**src/rtl/rsfs_pkg.sv**
```systemverilog
package rsfs_pkg;

  typedef enum logic [1:0] {
    SQ_IDLE   = 2'd0,
    SQ_ACTIVE = 2'd1,
    SQ_DRAIN  = 2'd2
  } sq_state_e;

  // valid-line request of zero counts as one line
  function automatic int unsigned eff_valid(int unsigned v);
    return (v == 0) ? 1 : v;
  endfunction

  function automatic int unsigned frame_len(int unsigned v, int unsigned d);
    return eff_valid(v) + d;
  endfunction

  // exposure may not reach a whole frame
  function automatic int unsigned clamp_exp(int unsigned e, int unsigned v, int unsigned d);
    int unsigned lim;
    lim = frame_len(v, d) - 1;
    return (e > lim) ? lim : e;
  endfunction

  function automatic int unsigned eff_frames(int unsigned n);
    return (n == 0) ? 1 : n;
  endfunction

endpackage

```
**src/rtl/rsfs_line_timer.sv**
```systemverilog
module rsfs_line_timer #(
  parameter int unsigned LINE_CYC = 16
) (
  input  logic clk,
  input  logic rst_n,
  input  logic restart,
  input  logic enable,
  output logic period_start,
  output logic period_end
);
  localparam int unsigned LC = (LINE_CYC < 2) ? 2 : LINE_CYC;
  localparam int unsigned CW = $clog2(LC);
  localparam logic [CW-1:0] LAST = CW'(LC - 1);

  logic [CW-1:0] cnt;

  always_ff @(posedge clk or negedge rst_n) begin
    if (!rst_n)                 cnt <= '0;
    else if (restart || !enable) cnt <= '0;
    else if (cnt == LAST)       cnt <= '0;
    else                        cnt <= cnt + 1'b1;
  end

  assign period_start = enable && (cnt == '0);
  assign period_end   = enable && (cnt == LAST);

  // a period start never lasts two cycles
  p_single_cycle_r8: assert property (@(posedge clk) disable iff (!rst_n)
    period_start |=> !period_start);

endmodule

```
**src/rtl/rsfs_reset_ptr.sv**
```systemverilog
module rsfs_reset_ptr #(
  parameter int unsigned LW = 11,
  parameter int unsigned FW = 8
) (
  input  logic          clk,
  input  logic          rst_n,
  input  logic          load,
  input  logic          advance,
  input  logic [LW-1:0] len,
  input  logic [FW-1:0] load_frames,
  output logic          on,
  output logic [LW-1:0] line
);
  logic [FW-1:0] rem;
  logic          at_end;
  logic          more_frames;

  assign at_end      = (line == len - LW'(1));
  assign more_frames = (rem > FW'(1));

  always_ff @(posedge clk or negedge rst_n) begin
    if (!rst_n) begin
      on   <= 1'b0;
      line <= '0;
      rem  <= '0;
    end else if (load) begin
      on   <= 1'b1;
      line <= '0;
      rem  <= load_frames;
    end else if (advance && on) begin
      if (at_end) begin
        if (more_frames) begin
          line <= '0;
          rem  <= rem - 1'b1;
        end else begin
          on <= 1'b0;
        end
      end else begin
        line <= line + 1'b1;
      end
    end
  end

  // the pointer never leaves the frame it is in
  p_rs_in_frame_r4: assert property (@(posedge clk) disable iff (!rst_n)
    on |-> (line < len));

endmodule

```
**src/rtl/rsfs_read_ptr.sv**
```systemverilog
module rsfs_read_ptr #(
  parameter int unsigned LW = 11,
  parameter int unsigned FW = 8
) (
  input  logic          clk,
  input  logic          rst_n,
  input  logic          load,
  input  logic          advance,
  input  logic [LW-1:0] len,
  input  logic [FW-1:0] load_frames,
  input  logic [LW-1:0] load_expo,
  output logic          on,
  output logic [LW-1:0] line,
  output logic          last
);
  logic [FW-1:0] rem;
  logic [LW-1:0] prime;
  logic          at_end;

  assign at_end = (line == len - LW'(1));
  assign last   = on && at_end && (rem == FW'(1));

  always_ff @(posedge clk or negedge rst_n) begin
    if (!rst_n) begin
      on    <= 1'b0;
      line  <= '0;
      rem   <= '0;
      prime <= '0;
    end else if (load) begin
      on    <= (load_expo == '0);
      line  <= '0;
      rem   <= load_frames;
      prime <= load_expo;
    end else if (advance) begin
      if (!on) begin
        prime <= prime - 1'b1;
        if (prime == LW'(1)) on <= 1'b1;
      end else if (at_end) begin
        if (rem > FW'(1)) begin
          line <= '0;
          rem  <= rem - 1'b1;
        end
      end else begin
        line <= line + 1'b1;
      end
    end
  end

  // the read pointer stays inside its frame
  p_rd_in_frame_r3: assert property (@(posedge clk) disable iff (!rst_n)
    on |-> (line < len));

endmodule

```
**src/rtl/rs_frame_seq.sv**
```systemverilog
module rs_frame_seq
  import rsfs_pkg::*;
#(
  parameter int unsigned ROW_W    = 10,
  parameter int unsigned FRM_W    = 8,
  parameter int unsigned LINE_CYC = 16
) (
  input  logic             clk,
  input  logic             rst_n,
  input  logic             run,
  input  logic             auto_start,
  input  logic             fast_stop,
  input  logic [ROW_W-1:0] num_valid,
  input  logic [ROW_W-1:0] num_dummy,
  input  logic [ROW_W:0]   exposure,
  input  logic [FRM_W-1:0] num_frames,
  output logic             reset_stb,
  output logic [ROW_W-1:0] reset_row,
  output logic             read_stb,
  output logic [ROW_W-1:0] read_row,
  output logic             frame_start,
  output logic             busy,
  output logic             idle
);
  localparam int unsigned LW = ROW_W + 1;

  sq_state_e        st, st_n;
  logic             run_q;
  logic [ROW_W-1:0] v_q;
  logic [LW-1:0]    len_q, exp_q;

  logic [ROW_W-1:0] v_in;
  logic [LW-1:0]    len_in, exp_in;
  logic [FRM_W-1:0] nfr_in;

  // named internal events
  logic start_evt, auto_go, load, seq_done, active, advance;
  logic period_start, period_end;
  logic rs_on, rd_on, rd_last;
  logic [LW-1:0] rs_line, rd_line;

  always_comb begin
    v_in   = ROW_W'(eff_valid(32'(num_valid)));
    len_in = LW'(frame_len(32'(num_valid), 32'(num_dummy)));
    exp_in = LW'(clamp_exp(32'(exposure), 32'(num_valid), 32'(num_dummy)));
    nfr_in = FRM_W'(eff_frames(32'(num_frames)));
  end

  assign active    = (st != SQ_IDLE);
  assign start_evt = run && !run_q;
  assign seq_done  = (st == SQ_ACTIVE) && period_end && rd_last;
  assign auto_go   = seq_done && auto_start && run;
  assign load      = start_evt || auto_go;
  assign advance   = period_end && active;

  always_comb begin
    st_n = st;
    if (load) begin
      st_n = SQ_ACTIVE;
    end else begin
      unique case (st)
        SQ_ACTIVE: begin
          if (!run)          st_n = (fast_stop || period_end) ? SQ_IDLE : SQ_DRAIN;
          else if (seq_done) st_n = SQ_IDLE;
        end
        SQ_DRAIN: if (fast_stop || period_end) st_n = SQ_IDLE;
        default:  st_n = SQ_IDLE;
      endcase
    end
  end

  always_ff @(posedge clk or negedge rst_n) begin
    if (!rst_n) begin
      st    <= SQ_IDLE;
      run_q <= 1'b0;
      v_q   <= '0;
      len_q <= '0;
      exp_q <= '0;
    end else begin
      st    <= st_n;
      run_q <= run;
      if (load) begin
        v_q   <= v_in;
        len_q <= len_in;
        exp_q <= exp_in;
      end
    end
  end

  rsfs_line_timer #(.LINE_CYC(LINE_CYC)) u_timer (
    .clk          (clk),
    .rst_n        (rst_n),
    .restart      (load),
    .enable       (active),
    .period_start (period_start),
    .period_end   (period_end)
  );

  rsfs_reset_ptr #(.LW(LW), .FW(FRM_W)) u_rs_ptr (
    .clk         (clk),
    .rst_n       (rst_n),
    .load        (load),
    .advance     (advance),
    .len         (len_q),
    .load_frames (nfr_in),
    .on          (rs_on),
    .line        (rs_line)
  );

  rsfs_read_ptr #(.LW(LW), .FW(FRM_W)) u_rd_ptr (
    .clk         (clk),
    .rst_n       (rst_n),
    .load        (load),
    .advance     (advance),
    .len         (len_q),
    .load_frames (nfr_in),
    .load_expo   (exp_in),
    .on          (rd_on),
    .line        (rd_line),
    .last        (rd_last)
  );

  assign reset_stb   = active && period_start && rs_on && (rs_line < {1'b0, v_q});
  assign read_stb    = active && period_start && rd_on && (rd_line < {1'b0, v_q});
  assign frame_start = active && period_start && rd_on && (rd_line == '0);
  assign reset_row   = rs_line[ROW_W-1:0];
  assign read_row    = rd_line[ROW_W-1:0];
  assign busy        = active;
  assign idle        = !active;

  // distance of reset ahead of read, same frame or next frame
  logic [LW:0] gap_same, gap_wrap;
  assign gap_same = {1'b0, rs_line} - {1'b0, rd_line};
  assign gap_wrap = {1'b0, rs_line} + {1'b0, len_q} - {1'b0, rd_line};

  // a run edge makes the block busy
  p_start_busy_r1: assert property (@(posedge clk) disable iff (!rst_n)
    start_evt |=> busy);

  // while reads have not begun, the reset pointer is working
  p_prime_resets_r2: assert property (@(posedge clk) disable iff (!rst_n)
    (busy && !rd_on) |-> rs_on);

  // simultaneous strobes are exactly one exposure apart
  p_ptr_gap_r3: assert property (@(posedge clk) disable iff (!rst_n)
    (reset_stb && read_stb) |-> ((gap_same == {1'b0, exp_q}) || (gap_wrap == {1'b0, exp_q})));

  // the latched exposure stays below the frame length
  p_exp_clamp_r7: assert property (@(posedge clk) disable iff (!rst_n)
    busy |-> (exp_q < len_q));

  // a pending stop ends at the line boundary
  p_drain_end_r9: assert property (@(posedge clk) disable iff (!rst_n)
    ((st == SQ_DRAIN) && period_end && !start_evt) |=> idle);

  // fast stop leaves the busy state at once
  p_fast_stop_r10: assert property (@(posedge clk) disable iff (!rst_n)
    (busy && !run && fast_stop) |=> idle);

endmodule

```
**config.mk**
```make
export PLATFORM = sky130hd
export DESIGN_NAME = rs_frame_seq
export DESIGN_NICKNAME = d
export VERILOG_FILES = /design/src/rtl/rsfs_pkg.sv /design/src/rtl/rsfs_line_timer.sv /design/src/rtl/rsfs_reset_ptr.sv /design/src/rtl/rsfs_read_ptr.sv /design/src/rtl/rs_frame_seq.sv
export SDC_FILE = /design/constraint.sdc
export NUM_CORES = 1
export LEC_CHECK = 0
export ABC_AREA = 1
export CORE_ASPECT_RATIO = 1.1
export CORE_MARGIN = 1
export CORE_UTILIZATION = 27
export CTS_CLUSTER_DIAMETER = 200
export DETAILED_ROUTE_END_ITERATION = 10
export GPL_TIMING_DRIVEN = 0
export MAX_ROUTING_LAYER = met4
export PLACE_DENSITY_LB_ADDON = 0.1
export SLEW_MARGIN = 20
export SYNTH_ARGS = -nofsm -noshare
export SYNTH_HDL_FRONTEND = slang
export SYNTH_SLANG_ARGS = --single-unit
export TNS_END_PERCENT = 10
```
**constraint.sdc**
```tcl
create_clock -name clk -period 2.3 [get_ports clk]
set_input_delay 0.23 -clock clk [delete_from_list [all_inputs] [get_ports clk]]
set_output_delay 0.23 -clock clk [all_outputs]
set_load 0.005 [all_outputs]
```
Word level (Yosys, flattened, before mapping)
Index checks and enable logic that the tools add are counted.
W data, S select, Z words.
{"block": "op_classes", "mux": 40, "shifts": 0, "n_mul": 0, "add_sub_neg": 9, "n_eq_ne": 13, "n_bitwise": 0, "div": 0, "n_reduce_logical": 42, "magnitude_cmp": 5}
{"cell": "$mux W11", "n": 13}
{"cell": "$mux W8", "n": 10}
{"cell": "$gt A11 B32 Y1", "n": 1}
{"cell": "$add A11 B1 Y11 const B", "n": 2}
{"cell": "$eq A11 B11 Y1", "n": 2}
{"cell": "$logic_not A11 Y1", "n": 2}
{"cell": "$lt A11 B10 Y1", "n": 2}
{"cell": "$sub A11 B1 Y11 const B", "n": 2}
{"cell": "$logic_and A1 B1 Y1", "n": 17}
{"cell": "$gt A8 B1 Y1 const B", "n": 2}
{"cell": "$reduce_bool A2 Y1", "n": 8}
{"cell": "$sub A8 B1 Y8 const B", "n": 2}
{"cell": "$sub A11 B1 Y12 const B", "n": 1}
{"cell": "$add A10 B10 Y11", "n": 1}
{"cell": "$eq A11 B1 Y1 const B", "n": 1}
{"cell": "$logic_not A10 Y1", "n": 1}
{"cell": "$mux W10", "n": 1}
{"cell": "$mux W2", "n": 5}
{"cell": "$reduce_and A3 Y1", "n": 3}
{"cell": "$eq A8 B1 Y1 const B", "n": 1}
{"cell": "$logic_not A8 Y1", "n": 1}
{"cell": "$mux W1", "n": 8}
{"cell": "$mux W4", "n": 2}
{"cell": "$ne A3 B3 Y1 const B", "n": 2}
{"cell": "13 further kinds", "n": 19}
{"block": "totals", "inputBits": 44, "mem_bits_ro": 0, "out_inout_bits": 25, "ramBits": 0, "latchBits": 0, "memories": 0, "register_bits": 79, "elab_cells": 121}

Longest topological paths before layout
Gate-level depths: netlist of the first run.
{"block": "depth", "ltp_word": 10, "mapped_depth": 32}

Cells and area by module
Synthesis of the first run repeated with hierarchy kept, for this count alone.
{"block": "unflattened", "cells_unflattened": 1163, "area_unflattened_um2": 7537.2}
{"module": "rs_frame_seq", "cells_per_inst": 431, "instances": 1, "area_per_inst_um2": 2795.2}
{"module": "rsfs_read_ptr", "cells_per_inst": 404, "instances": 1, "area_per_inst_um2": 2578.7}
{"module": "rsfs_reset_ptr", "cells_per_inst": 301, "instances": 1, "area_per_inst_um2": 1944.4}
{"module": "rsfs_line_timer", "cells_per_inst": 27, "instances": 1, "area_per_inst_um2": 219.0}

Least setup slack after synthesis of the first run
Ideal clock, no wire load.
{"block": "synth_path", "path_kind": "input to register", "from": "input num_valid[4]", "to": "register u_rd_ptr.on", "setup_ps": 65, "arrival_ps": 4042, "stages": 29, "path_slack_ps": -1807, "t_required_ps": 2235, "cell_sequence": "nor4_1 > a31o_2 > ha_1 > inv_1 > fa_1 > ha_1 > inv_1 > nor2_1 > nand3_1 > nor2_1 > nand4_1 > nor2_1 > nand2_1 > nand2_1 > inv_1 > ha_1 > nand3_1 > inv_1 > nand2_1 > a21oi_1 > nand2_4 > buf_6 > nand2_1 > nand2_1 > nor2_1 > nand2_1 > nor2_1 > nand3_1 > nand2_1"}
{"block": "synth_via", "elab_chain_len": 8}
{"item": "from (decl)", "line_no": "rs_frame_seq.sv:13", "rtl": "input logic [ROW_W-1:0] num_valid,"}
{"item": "$logic_not A10 Y1 (*)"}
{"item": "$mux W10 (*)"}
{"item": "via v_in[0]", "line_no": "rs_frame_seq.sv:32", "rtl": "logic [ROW_W-1:0] v_in;"}
{"item": "$add A10 B10 Y11 (*)", "line_no": "rsfs_pkg.sv:15", "rtl": "return eff_valid(v) + d;"}
{"item": "$sub A11 B1 Y12 (*)", "line_no": "rsfs_pkg.sv:21", "rtl": "lim = frame_len(v, d) - 1;"}
{"item": "$gt A11 B32 Y1", "line_no": "rsfs_pkg.sv:22", "rtl": "return (e > lim) ? lim : e;"}
{"item": "$mux W11 (*)", "line_no": "rsfs_pkg.sv:22"}
{"item": "$logic_not A11 Y1 (*)", "line_no": "rsfs_read_ptr.sv:30", "rtl": "on <= (load_expo == '0);"}
{"item": "$mux W1 (*)", "line_no": "rsfs_read_ptr.sv:29", "rtl": "end else if (load) begin"}
{"item": "to (signal assigned)", "line_no": "rsfs_read_ptr.sv:30"}
{"item": "to (decl)", "line_no": "rsfs_read_ptr.sv:12", "rtl": "output logic on,"}
Mark *: on every way through the listed nets, which the timed path passes. The rest lies on a longest branch.
A chain may end at the register's enable or synchronous reset.

Worst setup path after layout of the first run
{"block": "layout_path", "from": "input num_valid[8]", "to": "register u_rd_ptr.on"}
The elaborated chain is that of the path after synthesis.

==> run summary, run 1 <==
* worst-case hold path end point: v_q[3]
* Slowest cell on crit path: sky130_fd_sc_hd__fa_2
* proportion of synthesized flip-flops having asynchronous set or reset: 1.00
* required time at the endpoint of the critical path: 2590 ps
* standby leakage power: 0.00437 uW
* sequential fraction of the synthesis area: 0.283
* Pwr Total: 5940 uW
* clock latency of the later-clocked register in the worst-skew pair: 350 ps
* reg2reg start: len_q[0]
* width of the die: 155 um
* violated checks: setup timing
* routed wire length: 21200 um
* hold_ws: 130 ps
* global-route wire length before repair: 34500 um
* largest fanout on the critical path: 6
* number of nets in the final layout: 1222
* routed wirelength normalized by instance count: 14.4 um
* instance count of the mapped netlist: 1014
* areal power density over the cells: 638 mW/mm2
* clock skew after layout: 9.41 ps
* Post-Synthesis Net Count: 1111
* Psw: 2250 uW
* sw frac: 0.379
* remaining design rule violation count: 0
* max_cap viols: 0
* number of global-route vias before repair: 6446
* Comb pwr share: 0.418
* Total GRT Usage: 0.174
* Cell Rows: 61
* per-instance average area after synthesis: 6.89 um2
* RSZ-0062 raised after global routing: yes
* clock network fraction of total power: 0.267
* number of max-slew violations in the final report: 0
* most frequently used flop master after synthesis: sky130_fd_sc_hd__dfrtp_1
* final standard cell utilization of the core: 0.367
* actual slew at the worst max-slew pin: 744 ps
* CTS max path bufs: 2
* number of antenna-violating nets in the routed design: 0
* result of the run: finished with violations
* clock-pin slew of the registers on the worst-case setup and hold paths: 60 ps
* area enclosed by the die boundary: 0.0265 mm2
* overflow left after global routing: 0
* placed wire-length estimate: 17000 um
* post-route clock period utilization: 1.64
* number of vias in the routed layout: 6656
* internal power: 3680 uW
* # diodes: 0
* endpoint type of the worst setup path: flop
* pin count of the biggest net entering global routing: 44
* total standard cell area after synthesis: 0.00699 mm2
* Critical Path Start Type: primary input
* deepest level of the CTS H-tree: 3
* Final GP Congestion: 0.875
* Flop pwr share: 0.315
* register bit count reported by yosys: 79
* number of failing hold endpoints at the final stage: 0
* peak per-stage delay on the critical path: 590 ps
* violation count after the first detailed-routing iteration: 299
* fraction of layout cells with a size suffix above 1: 0.217
* Max transition margin: 0.502
* number of antenna violations at the first check in global routing: 0
* Most common cell on crit path: sky130_fd_sc_hd__nand2_2
* number of endpoints failing setup at the final stage: 80
* worst path setup slack after routing: -1470 ps
* cell depth of the worst flop-to-flop path: 17
* num ports: 69
* FF-to-FF setup slack: -430 ps
* clock period minus final worst setup slack: 3770 ps
* worst min-delay path category: in2reg
* number of unique standard cell types used by synthesis: 49
* CTS Buf Count: 9
* CTS tree: yes
* clk sink count: 79
* per-cell via count in the routed design: 4.51
* number of flops mapped to enable cells by yosys: 0
* worst hold path stage count: 3
* maximum operating frequency: 265 MHz
* capture instance of the worst register-to-register path: u_rd_ptr.prime[1]
* count of TritonRoute iterations in the first routing pass: 4
* root buffer cell: sky130_fd_sc_hd__clkbuf_16
* PortBufs: 68
* Yosys top cell by area: sky130_fd_sc_hd__dfrtp_1
* Arrival @ worst endpoint: 4060 ps
* placeable core region: 0.0253 mm2
* largest voltage drop on the vdd net: 0.353 mV
* Die H: 171 um
* number of warning messages in the yosys log: 0
* Area Overhead vs Synth: 33.1%
* starting density of the core: 0.276
* start point of the worst hold path: num_valid[3]
* leading post-synthesis cells by cell area: sky130_fd_sc_hd__dfrtp_1 28%, sky130_fd_sc_hd__nand2_1 16%, sky130_fd_sc_hd__ha_1 9.3%, sky130_fd_sc_hd__inv_1 7.1%, sky130_fd_sc_hd__nand3_1 5.4%
* Yosys top cell area share: 0.283
* critical setup path kind: in2reg
Yosys cell counts (7+ instances only):
cell and n:
sky130_fd_sc_hd__nand2_1 292, sky130_fd_sc_hd__or2_2 10, sky130_fd_sc_hd__o211ai_2 7, sky130_fd_sc_hd__o21ai_2 12, sky130_fd_sc_hd__o21ai_0 33, sky130_fd_sc_hd__xnor2_1 7
sky130_fd_sc_hd__clkbuf_1 9, sky130_fd_sc_hd__buf_2 7, sky130_fd_sc_hd__dfrtp_1 79, sky130_fd_sc_hd__xor2_1 30, sky130_fd_sc_hd__o21ai_1 38, sky130_fd_sc_hd__buf_4 23
sky130_fd_sc_hd__nand3_1 76, sky130_fd_sc_hd__inv_1 132, sky130_fd_sc_hd__nor4_1 7, sky130_fd_sc_hd__nor2_1 80, sky130_fd_sc_hd__buf_6 9, sky130_fd_sc_hd__a21oi_1 19
sky130_fd_sc_hd__ha_1 52, sky130_fd_sc_hd__nand4_1 30, sky130_fd_sc_hd__nor3_1 12
metrics by stage:
stage                     setup WS, ps  setup TNS, ps  instances  area, um2
after floorplan                  -1500         -17320       1014       7150
after global placement           -2760        -244090       1428       8270
after detailed placement         -2780         -70730       1429       8280
after CTS                        -1460         -38090       1470       9030
after global routing             -1710         -52150       1476       9300
final                            -1470         -37880       1476       9300
power by group through the flow:
stage          Combinational [uW]  Sequential (uW)  Clock [uW]
2_1_floorplan                1590             1810           0
3_3_place_gp                 2170             1890           0
3_5_place_dp                 2180             1880           0
4_1_cts                      2390             1870        1640
5_1_grt                      2820             1910        1680
6_report                     2480             1870        1590
state kept, by name (all words and copies together), names as in the netlist:
| signal | cells |
|---|---|
| st | 2 |
| u_rs_ptr.on | 1 |
| v_q | 10 |
| len_q | 11 |
| u_rd_ptr.on | 1 |
| u_rd_ptr.prime | 11 |
| u_rd_ptr.line | 11 |
| u_rd_ptr.rem | 8 |
| u_timer.cnt | 4 |
| u_rs_ptr.rem | 8 |
| u_rs_ptr.line | 11 |
| run_q | 1 |
what timing repair did:
action,in CTS,in global routing
resized for setup,117,59
pin swaps,43,41
endpoints found under the setup margin,81,81
buffers inserted,24,7
hold buffers,1,0
cloned,1,0
hold endpoints to repair,42,0
layer usage:
| metal | track usage | vias to the layer above | part of all wire |
|---|---|---|---|
| li1 | - | 3492 | - |
| met4 | 0.0546 | 0 | 0.021 |
| met1 | 0.216 | 3051 | 0.47 |
| met5 | - | - | 0 |
| met2 | 0.297 | 92 | 0.49 |
| met3 | 0.0152 | 21 | 0.020 |
worst max-delay path by stage:
stage | start | to | slack [ps] | cells after the start
floorplan | num_valid[4] | u_rd_ptr.on | -1500 | 29
global placement | num_valid[5] | u_rd_ptr.on | -2760 | 28
detailed placement | num_valid[5] | u_rd_ptr.on | -2780 | 27
CTS | num_valid[9] | u_rd_ptr.on | -1460 | 29
global route | num_valid[6] | u_rd_ptr.on | -1710 | 29
finish | num_valid[8] | u_rd_ptr.on | -1470 | 30
final cells by class:
class / count / area (um2)
Sequential cell: 79 / 1990
Inverter: 135 / 528
Tap cell: 346 / 433
Multi-Input combinational cell: 752 / 4650
Clock inverter: 6 / 83.8
Clock buffer: 10 / 239
Timing Repair Buffer: 100 / 958
Buffer: 48 / 425
Fill cell: 2789 / 16000
cells by family (layout without fill, tap and decap cells):
group,after synthesis,count (layout),share of synthesized area
AOI/OAI and AO/OA,127,127,0.115
xor gates and xnor gates,37,37,0.0464
adders and majority gates,53,53,0.0960
buffers and inverters,183,299,0.122
DFF,79,79,0.283
and+or+nand+nor,535,535,0.337
cells in the final DEF (no fill, tap or decap), types with 28 or more instances in the layout:
master / instances
sky130_fd_sc_hd__nand2_1: 256
sky130_fd_sc_hd__inv_1: 119
sky130_fd_sc_hd__nor2_1: 72
sky130_fd_sc_hd__dfrtp_1: 72
sky130_fd_sc_hd__nand3_1: 66
sky130_fd_sc_hd__clkdlybuf4s50_1: 56
sky130_fd_sc_hd__buf_4: 47
sky130_fd_sc_hd__ha_1: 46
sky130_fd_sc_hd__o21ai_1: 39
sky130_fd_sc_hd__nand2_2: 33
sky130_fd_sc_hd__nand4_1: 30
sky130_fd_sc_hd__o21ai_0: 30
sky130_fd_sc_hd__xor2_1: 28
critical path: cells and delay by family:
family,cells,cell delay [ps]
AO/OA/AOI/OAI,2,410
AND/OR/NAND/NOR,18,1810
adder cells (fa/ha/maj),4,1160
buffers and inverters,6,430
Note: power is estimated with default switching activity, not from simulation.
==> run 2, diff against run 1 <==
- CELL_PAD_IN_SITES_DETAIL_PLACEMENT: default -> 0
- CELL_PAD_IN_SITES_GLOBAL_PLACEMENT: default -> 1
==> run summary, run 2 (synthesis results as in run 1) <==
* cell depth of the worst flop-to-flop path: 17
* max_cap viols: 0
* FF-to-FF setup slack: -420 ps
* per-cell via count in the routed design: 4.53
* standby leakage power: 0.00434 uW
* worst min-delay path category: in2reg
* number of vias in the routed layout: 6691
* Final GP Congestion: 0.837
* number of antenna-violating nets in the routed design: 0
* capture instance of the worst register-to-register path: u_rd_ptr.prime[6]
* clk sink count: 79
* count of TritonRoute iterations in the first routing pass: 4
* number of global-route vias before repair: 6501
* required time at the endpoint of the critical path: 2590 ps
* violated checks: setup timing
* result of the run: finished with violations
* violation count after the first detailed-routing iteration: 230
* final standard cell utilization of the core: 0.367
* RSZ-0062 raised after global routing: yes
* actual slew at the worst max-slew pin: 802 ps
* deepest level of the CTS H-tree: 3
* CTS tree: yes
* placed cell area: 0.00829 mm2
* Area Overhead vs Synth: 33.2%
* CTS Buf Count: 9
* CTS max path bufs: 2
* post-route cell area: 0.00931 mm2
* Finished Layout Cells: 1476
* maximum operating frequency: 259 MHz
* number of nets in the final layout: 1222
* worst-case hold path end point: v_q[3]
* placed instance count: 1429
* pin count of the biggest net entering global routing: 50
* remaining design rule violation count: 0
* count of filler cells inserted in the layout: 2787
* worst path setup slack after routing: -1560 ps
* number of endpoints failing setup at the final stage: 81
* largest fanout on the critical path: 5
* GR peak layer: met2
* routed wire length: 22200 um
* top library cells by usage in the layout, fill and taps aside: 256 x sky130_fd_sc_hd__nand2_1, 122 x sky130_fd_sc_hd__inv_1, 74 x sky130_fd_sc_hd__dfrtp_1
* endpoint type of the worst setup path: flop
* Total GRT Usage: 0.181
* Slowest cell on crit path: sky130_fd_sc_hd__fa_2
* placed wire-length estimate: 17600 um
* Cell Rows: 61
* Arrival @ worst endpoint: 4150 ps
* areal power density over the cells: 624 mW/mm2
* Max transition margin: 0.463
* clock period minus final worst setup slack: 3860 ps
* start point of the worst hold path: num_valid[3]
* Critical Path Start Type: primary input
* GR Layer Usage met3: 0.0134
* starting density of the core: 0.276
* number of max-slew violations in the final report: 0
* reg2reg start: len_q[0]
* global-route wire length before repair: 36000 um
* PortBufs: 68
* routing usage on met2: 0.311
* clock skew after layout: 9.33 ps
* peak per-stage delay on the critical path: 580 ps
* Pwr Total: 5810 uW
* # diodes: 0
* post-route clock period utilization: 1.68
* clock-pin slew of the registers on the worst-case setup and hold paths: 70 ps
* num ports: 69
* largest voltage drop on the vdd net: 0.363 mV
* width of the die: 155 um
* worst hold path stage count: 3
* routed wirelength normalized by instance count: 15.1 um
* most common cell after layout, fill and taps aside: sky130_fd_sc_hd__nand2_1
* placeable core region: 0.0253 mm2
* root buffer cell: sky130_fd_sc_hd__clkbuf_16
* clock latency of the later-clocked register in the worst-skew pair: 350 ps
* overflow left after global routing: 0
* critical setup path kind: in2reg
* area enclosed by the die boundary: 0.0265 mm2
* number of failing hold endpoints at the final stage: 0
* fraction of layout cells with a size suffix above 1: 0.212
* Die H: 171 um
* number of antenna violations at the first check in global routing: 0
* met1 track demand over resource in global routing: 0.226
==> run 2: cell count changes in the layout (fill, tap and decap cells not counted), moves of 3 or more <==
cell                       before  now
sky130_fd_sc_hd__buf_4         47   44
sky130_fd_sc_hd__buf_6         16   19
sky130_fd_sc_hd__clkinv_2       3    0
sky130_fd_sc_hd__clkinv_4       1    4
sky130_fd_sc_hd__inv_1        119  122
sky130_fd_sc_hd__inv_2         13   10
sky130_fd_sc_hd__nand2_2       33   29
sky130_fd_sc_hd__nand2_4       11   15
==> run 2: how the worst max path moves through the flow <==
stage	startpoint	end	slack [ps]	cells past startpoint
floorplan	num_valid[4]	u_rd_ptr.on	-1500	29
global placement	num_valid[4]	u_rd_ptr.on	-2800	27
detailed placement	num_valid[5]	u_rd_ptr.on	-2800	27
CTS	num_valid[9]	u_rd_ptr.on	-1520	28
global route	num_valid[6]	u_rd_ptr.on	-1820	30
finish	num_valid[6]	u_rd_ptr.on	-1560	30
==> run 2: worst max-delay path: cells and delay by family <==
family / cells / cell delay [ps]
and+or+nand+nor: 18 / 1860
adders and majority gates: 4 / 1150
buffers and inverters: 6 / 450
AOI/OAI and AO/OA: 2 / 450
==> run 2: report_power, final <==
group	total, uW	switching (uW)	internal [uW]
registers	1870	257	1610
clock network	1380	640	742
logic	2560	1430	1130
total	5810	2330	3480
==> run 2: metrics by stage <==
step | hold slack, ps | setup slack (ps) | setup TNS (ps)
3_5_place_dp | 200 | -2800 | -70930
2_1_floorplan | -65.6 | -1500 | -17320
6_report | 113 | -1560 | -37610
3_3_place_gp | 478 | -2800 | -244840
5_1_grt | 128 | -1820 | -54830
4_1_cts | 94.7 | -1520 | -43530
==> run 2: final cells by class <==
class                           count  area (um2)  share of cell area
Multi-Input combinational cell    752        4670               0.502
Clock inverter                      7        58.8             0.00632
Clock buffer                        9         225              0.0242
Buffer                             48         429              0.0461
Sequential cell                    79        1980               0.213
Timing Repair Buffer              100         980               0.105
Inverter                          135         524              0.0563
Tap cell                          346         433              0.0465
==> run 2: repair_timing <==
item,CTS,global route
cloned,1,0
gates resized for setup,120,57
endpoints found under the hold margin,30,0
setup endpoints to repair,81,81
setup buffers,20,11
hold buffers,1,0
pin swaps,34,35
==> run 2: layer usage <==
metal | wire, um | part of all wire | vias up
li1 | - | - | 3502
met3 | 340 | 0.015 | 9
met5 | 0 | 0 | -
met2 | 11200 | 0.51 | 73
met4 | 221 | 0.0099 | 0
met1 | 10400 | 0.47 | 3107
